[src/rtl/bus_xcvr_pkg.sv]
package bus_xcvr_pkg;
    localparam int unsigned DATA_W = 18;

    typedef enum logic [1:0] {
        PATH_HOLD    = 2'd0,
        PATH_PASS    = 2'd1,
        PATH_CAPTURE = 2'd2
    } path_mode_e;
endpackage

[src/rtl/bus_xcvr_path.sv]
module bus_xcvr_path
    import bus_xcvr_pkg::*;
#(
    parameter int unsigned WIDTH = DATA_W
) (
    input  logic             clk_i,
    input  logic             rst_ni,
    input  logic             latch_en_i,
    input  logic             strobe_i,
    input  logic [WIDTH-1:0] din_i,
    output logic [WIDTH-1:0] dout_o
);
    localparam logic [WIDTH-1:0] STORE_RST = '0;

    typedef struct packed {
        logic [WIDTH-1:0] store;
        logic             strobe_prev;
    } path_state_t;

    path_state_t state_d, state_q;
    path_mode_e  mode;

    always_comb begin
        state_d = state_q;
        mode    = PATH_HOLD;
        if (latch_en_i) begin
            mode = PATH_PASS;
        end else if (state_q.strobe_prev && !strobe_i) begin
            mode = PATH_CAPTURE;
        end
        case (mode)
            PATH_PASS, PATH_CAPTURE: state_d.store = din_i;
            default:                 state_d.store = state_q.store;
        endcase
        state_d.strobe_prev = strobe_i;
    end

    always_ff @(posedge clk_i or negedge rst_ni) begin
        if (!rst_ni) begin
            state_q.store       <= STORE_RST;
            state_q.strobe_prev <= 1'b0;
        end else begin
            state_q <= state_d;
        end
    end

    assign dout_o = latch_en_i ? din_i : state_q.store;

    // transparent period loads the word into storage
    assert_pass_loads_R2: assert property (@(posedge clk_i) disable iff (!rst_ni)
        latch_en_i |=> (state_q.store == $past(din_i)));

    // no strobe fall with latch closed leaves storage alone
    assert_hold_stable_R3: assert property (@(posedge clk_i) disable iff (!rst_ni)
        (!latch_en_i && !$fell(strobe_i) && $past(rst_ni)) |=> $stable(state_q.store));

    // strobe fall with latch closed captures the input word
    assert_fall_capture_R4: assert property (@(posedge clk_i) disable iff (!rst_ni)
        (!latch_en_i && $fell(strobe_i) && $past(rst_ni)) |=> (state_q.store == $past(din_i)));
endmodule

[src/rtl/bus_xcvr_drive.sv]
module bus_xcvr_drive #(
    parameter int unsigned WIDTH      = 18,
    parameter bit          ACTIVE_LOW = 1'b0
) (
    input  logic             rst_ni,
    input  logic             en_pin_i,
    output logic [WIDTH-1:0] drive_o
);
    logic enabled;

    generate
        if (ACTIVE_LOW) begin : g_low
            assign enabled = ~en_pin_i;
        end else begin : g_high
            assign enabled = en_pin_i;
        end
    endgenerate

    assign drive_o = {WIDTH{enabled & rst_ni}};
endmodule

[src/rtl/bus_xcvr_univ.sv]
module bus_xcvr_univ
    import bus_xcvr_pkg::*;
#(
    parameter int unsigned WIDTH = DATA_W
) (
    input  logic             sys_clk,
    input  logic             rst_n,
    input  logic [WIDTH-1:0] a_din,
    output logic [WIDTH-1:0] a_dout,
    output logic [WIDTH-1:0] a_drive,
    input  logic [WIDTH-1:0] b_din,
    output logic [WIDTH-1:0] b_dout,
    output logic [WIDTH-1:0] b_drive,
    input  logic             ab_latch_en,
    input  logic             ab_strobe,
    input  logic             ab_drive_en,
    input  logic             ba_latch_en,
    input  logic             ba_strobe,
    input  logic             ba_drive_en_n
);
    localparam logic [WIDTH-1:0] ALL_ON = {WIDTH{1'b1}};

    bus_xcvr_path #(.WIDTH(WIDTH)) u_path_ab (
        .clk_i      (sys_clk),
        .rst_ni     (rst_n),
        .latch_en_i (ab_latch_en),
        .strobe_i   (ab_strobe),
        .din_i      (a_din),
        .dout_o     (b_dout)
    );

    bus_xcvr_path #(.WIDTH(WIDTH)) u_path_ba (
        .clk_i      (sys_clk),
        .rst_ni     (rst_n),
        .latch_en_i (ba_latch_en),
        .strobe_i   (ba_strobe),
        .din_i      (b_din),
        .dout_o     (a_dout)
    );

    bus_xcvr_drive #(.WIDTH(WIDTH), .ACTIVE_LOW(1'b0)) u_drive_b (
        .rst_ni   (rst_n),
        .en_pin_i (ab_drive_en),
        .drive_o  (b_drive)
    );

    bus_xcvr_drive #(.WIDTH(WIDTH), .ACTIVE_LOW(1'b1)) u_drive_a (
        .rst_ni   (rst_n),
        .en_pin_i (ba_drive_en_n),
        .drive_o  (a_drive)
    );

    // B side drive polarity
    assert_b_drive_pol_R6: assert property (@(posedge sys_clk) disable iff (!rst_n)
        ab_drive_en ? (b_drive == ALL_ON) : (b_drive == '0));

    // A side drive polarity is inverted
    assert_a_drive_pol_R7: assert property (@(posedge sys_clk) disable iff (!rst_n)
        ba_drive_en_n ? (a_drive == '0) : (a_drive == ALL_ON));

    // transparent path presents its input on the far side
    assert_ab_transparent_R2: assert property (@(posedge sys_clk) disable iff (!rst_n)
        ab_latch_en |-> (b_dout == a_din));
endmodule

[config.mk]
export PLATFORM = sky130hd
export DESIGN_NAME = bus_xcvr_univ
export DESIGN_NICKNAME = d
export VERILOG_FILES = /design/src/rtl/bus_xcvr_pkg.sv /design/src/rtl/bus_xcvr_path.sv /design/src/rtl/bus_xcvr_drive.sv /design/src/rtl/bus_xcvr_univ.sv
export SDC_FILE = /design/constraint.sdc
export NUM_CORES = 1
export LEC_CHECK = 0
export BUFFER_PORTS_ARGS = -buffer_cell sky130_fd_sc_hd__buf_2
export CAP_MARGIN = 0
export CORE_MARGIN = 2
export CORE_UTILIZATION = 49
export CTS_CLUSTER_DIAMETER = 60
export DETAILED_ROUTE_END_ITERATION = 12
export GPL_ROUTABILITY_DRIVEN = 1
export HOLD_SLACK_MARGIN = 0.1
export PLACE_DENSITY = 0.86
export SYNTH_ARGS = -nofsm -noshare
export SYNTH_HDL_FRONTEND = slang
export SYNTH_SLANG_ARGS = --single-unit
[constraint.sdc]
create_clock -name sys_clk -period 4.25 [get_ports sys_clk]
set_clock_uncertainty 0.1 [all_clocks]
set_input_delay 0 -clock sys_clk [delete_from_list [all_inputs] [get_ports sys_clk]]
set_output_delay 0 -clock sys_clk [all_outputs]
set_load 0.1 [all_outputs]
======== Word-level counts from Yosys, hierarchy flattened ========
Cells that the tools add are included.
storage, ports and cells
  bits in registers ....................... 38
  output and inout bits ................... 72
  bits of input ports ..................... 44
  logic and storage cells ................. 23
cells by class
  bitwise logic cells ..................... 3
  mux-type cells .......................... 6
  reduce and logical (&&, ||, !) cells .... 6
  eq/ne operators ......................... 4
operator list
  cell                                           number
  two-way mux 18 bit                             2
  two-way mux 2 bit                              4
  == test 2 x 1 -> 1 bit, second input constant  2
  == test 2 bit, second input constant           2
  OR reduction 2 bit                             2
  bitwise AND 1 bit                              2
  logical AND 1 bit                              2
  logical NOT 1 bit                              2
  inverter 1 bit                                 1

======== Longest topological paths before layout ========
  word-level depth ........................ 6
  depth in mapped cells ................... 4
  gate-level depth less buffers ........... 3

======== Hierarchy ========
Synthesis repeated with hierarchy kept, for this count alone.
unflattened totals
  cells, all modules ...................... 156
  area, all modules ....................... 2224.6 sq um
by module, submodules not included
  module                      cells each  area each (sq um)  seq. area each (sq um)  instances
  bus_xcvr_path               60          974.7              475.5                   2
  bus_xcvr_drive (u_drive_a)  18          141.4              0.0                     1
  bus_xcvr_drive (u_drive_b)  18          133.9              0.0                     1

======== Worst setup path after synthesis ========
Ideal clock, no wire load.
  kind .................................... input to output
  from .................................... input port ba_drive_en_n
  to ...................................... output port a_drive[10]
  buffers on the path ..................... 1
  slack ................................... 1710 ps
  cell stages on the path ................. 2
  data required time ...................... 4150 ps
  arrival ................................. 2440 ps
  path through ............................ nor2b_1 > buf_4
between the ends
  cells in the longest elaborated chain, start to end .. 2
ends and longest elaborated chain
  element            line                  text
  start, declared    bus_xcvr_univ.sv:19   input logic ba_drive_en_n
  inverter 1 bit     bus_xcvr_drive.sv:13  assign enabled = ~en_pin_i;
  bitwise AND 1 bit  bus_xcvr_drive.sv:19  assign drive_o = {WIDTH{enabled & rst_ni}};
  end, declared      bus_xcvr_univ.sv:10   output logic [WIDTH-1:0] a_drive,
No other way between the ends.

======== Worst setup path in the final report ========
  from .................................... input port rst_n
  to ...................................... output port a_drive[2]
between the ends
  cells in the longest elaborated chain, start to end .. 1
ends and longest elaborated chain
  element            line                  text
  start, declared    bus_xcvr_univ.sv:7    input logic rst_n,
  bitwise AND 1 bit  bus_xcvr_drive.sv:19
No other way between the ends.

==> impl_metrics.env <==
export IMPL_status="finished clean"
export IMPL_layout_drive_gt1_share_pct=70.6
export IMPL_synth_yosys_seq_area_share_pct=42.9
export IMPL_antenna_cells_inserted=0
export IMPL_mappedNetlistNets=200
export IMPL_grt_max_degree=41
export IMPL_cellLeakagePower_uw=0.00152
export IMPL_setup_worst_path_class="in -> out"
export IMPL_detailroute_via_count=1589
export IMPL_power_combinational_fraction_pct=48.3
export IMPL_grt_first_pass_wirelength_um=7220
export IMPL_syn_to_final_growth_pct=36.2
export IMPL_critical_path_startpoint_type="primary input"
export IMPL_cts_buffers_inserted=5
export IMPL_critPathMaxFanout=40
export IMPL_power_share_switching_pct=47.5
export IMPL_pwr_share_clk_pct=19.4
export IMPL_n_fill_cell=306
export IMPL_report_final_hold_viol_count=0
export IMPL_grt_util_overall_pct=18.2
export IMPL_buffer_ports_inserted=115
export IMPL_global_route_peak_usage_layer="met2"
export IMPL_synth_flop_cell="dfrtp_1"
export IMPL_number_of_global_route_vias_before_repair=1499
export IMPL_net_switching_power_uw=611
export IMPL_die_h_um=71.3
export IMPL_hold_slack_ns=0.238
export IMPL_power_internal_uw=675
export IMPL_tritoncts_num_sinks=38
export IMPL_antenna_violating_nets_post_route=0
export IMPL_async_flop_share_pct=100
export IMPL_netlist_instances=156
export IMPL_grt_antenna_before_repair=0
export IMPL_cp_endpoint="a_drive[2]"
export IMPL_final_setup_viol_count=0
export IMPL_cap_viol_max_count=0
export IMPL_final_cell_area_um2=3020
export IMPL_critical_path_required_ns=4.15
export IMPL_placed_instance_area_um2=2540
export IMPL_dr_first_iter_drc_count=47
export IMPL_synth_enable_flop_cells=0
export IMPL_gp_congestion=0.657
export IMPL_drc_errors=0
export IMPL_yosys_top_cells_count="mux2_2, dfrtp_1, buf_4"
export IMPL_critPathArrivalTime_ns=2.32
export IMPL_cell_area_after_synthesis_um2=2220
export IMPL_startpoint="rst_n"
export IMPL_core_rowCount=24
export IMPL_die_width_um=71.3
export IMPL_fin_setup_tns_ns=0
export IMPL_actual_transition_at_the_worst_max_transition_pin_ns=0.751
export IMPL_route_detailed_wl_per_inst_um=14.0
export IMPL_initial_core_util_pct=50.9
export IMPL_reg2reg_to="u_path_ba.state_q[1]"
export IMPL_cts_repair_timing_setup_buffer_count=0
export IMPL_reg2reg_setup_slack_ns=2.61
export IMPL_max_vdd_ir_drop_uv=240
export IMPL_grt_util_met2_pct=30.8
export IMPL_io_pin_count=116
export IMPL_clk_path_buf_depth=2
export IMPL_drt_wl_total_um=4630
export IMPL_synth_ff_latch_count=38
export IMPL_critical_path_endpoint_category="output pin"
export IMPL_pwr_density_cell_nw_per_um2=426
export IMPL_synth_largest_area_cell="dfrtp_1"
export IMPL_path_clk_slew_ns=0.07
export IMPL_tritoncts_clock_tree="built"
export IMPL_vias_per_cell=4.80
export IMPL_ys_warn_count=0
export IMPL_fmax_mhz=413
export IMPL_rsz0062_at_grt="no"
export IMPL_syn_mean_instance_area_um2=14.2
export IMPL_grtUsageMet1_pct=22.3
export IMPL_worstRegToRegCells=2
export IMPL_hp_class="in -> async"
export IMPL_synth_most_common_cell="mux2_2"
export IMPL_seq_power_share_pct=32.4
export IMPL_synth_top_area_share_pct=42.9
export IMPL_relSlewSlack_pct=49.8
export IMPL_grt_overflow=0
export IMPL_placeableCoreArea_um2=4350
export IMPL_groute_layer_met3_usage_pct=6.75
export IMPL_yosys_top_cells_area="dfrtp_1, mux2_2, mux2_4"
export IMPL_critical_path_reg2reg_startpoint="u_path_ba.state_q[0]"
export IMPL_layout_worst_path_cycle_share_pct=56.9
export IMPL_detailedRoute_firstPassIterationCount=4
export IMPL_die_area_um2=5080
export IMPL_dpl_hpwl_um=2810
export IMPL_p_total_uw=1290
export IMPL_clk_root_buffer_cell="clkbuf_8"
export IMPL_maximum_level_of_the_cts_h_tree=2
export IMPL_netlist_cell_type_count=11
export IMPL_period_minus_ws_final_ns=2.42
export IMPL_insertion_delay_ns=0.28
export IMPL_num_nets_final=322
export IMPL_finalMaxSlewViolations=0
## worst min-delay path by stage
stage          slack, ns  startpoint               endpoint  cells after the start
2_1_floorplan      -0.40       rst_n   u_path_ab.state_q[0]                      0
3_3_place_gp       -0.02       rst_n   u_path_ab.state_q[4]                      2
3_5_place_dp       -0.01       rst_n   u_path_ab.state_q[4]                      2
4_1_cts             0.21       rst_n  u_path_ab.state_q[15]                      3
5_1_grt             0.25   ab_strobe   u_path_ab.state_q[0]                      2
6_report            0.24       rst_n   u_path_ab.state_q[1]                      3
## repair_timing
| action | 4_1_cts | 5_1_grt |
|---|---|---|
| hold endpoints to repair | 76 | 0 |
| resized for setup | 0 | 0 |
| hold buffers | 39 | 0 |
## logic make-up (layout without fill, tap and decap cells)
group / Yosys count / after routing / synth area share (%)
muxes: 72 / 72 / 40.0
AOI/OAI and AO/OA: 2 / 2 / 1.47
buffers and inverters: 42 / 165 / 15.1
and+or+nand+nor: 2 / 2 / 0.565
DFF: 38 / 38 / 42.9
## power by group through the flow
stage | Sequential [uW] | Clock (uW) | Combinational, uW
CTS | 415 | 259 | 620
finish | 416 | 249 | 621
global placement | 420 | 0 | 588
floorplan | 416 | 0 | 541
global route | 420 | 276 | 639
detailed placement | 421 | 0 | 593
## critical path: stages
cell           delay, ns
dlygate4sd3_1       0.54
buf_2               0.11
buf_4               0.41
nor2b_1             0.67
buf_2               0.56
## sequential cells by signal (all words and copies together), names as in the netlist
register,flops
u_path_ab.state_q,19
u_path_ba.state_q,19
## area by class of cell
cell class / count / area, um^2 / area share [%]
clock buffer: 7 / 86.3 / 2.86
tap: 52 / 65.1 / 2.15
timing repair buffer: 155 / 973 / 32.2
multi-input combinational: 76 / 931 / 30.8
inverter: 2 / 7.51 / 0.249
sequential: 38 / 951 / 31.5
clock inverter: 1 / 5.00 / 0.166
## placed cells by master (no fill, tap or decap)
cell and n:
a21oi_4 2, and2_1 1, mux2_4 20, dlygate4sd3_1 39
dfrtp_1 38, clkbuf_8 6, mux2_2 52, nor2b_1 1
inv_1 2, clkbuf_1 1, clkinv_2 1, buf_2 115
buf_4 1
## routing by layer
layer / share of wire (%) / wire [um]
met1: 41 / 1880
met2: 48 / 2210
met3: 11 / 497
met4: 0.91 / 42
met5: 0 / 0
## per-stage QoR
step	std cells	util [%]	setup slack, ns
after floorplan	156	-	1.71
after global placement	284	58.3	2.44
after detailed placement	284	58.3	2.39
after CTS	331	69.3	1.86
after global routing	331	69.3	1.59
final	331	69.3	1.83
(Power assumes the default switching activity.)
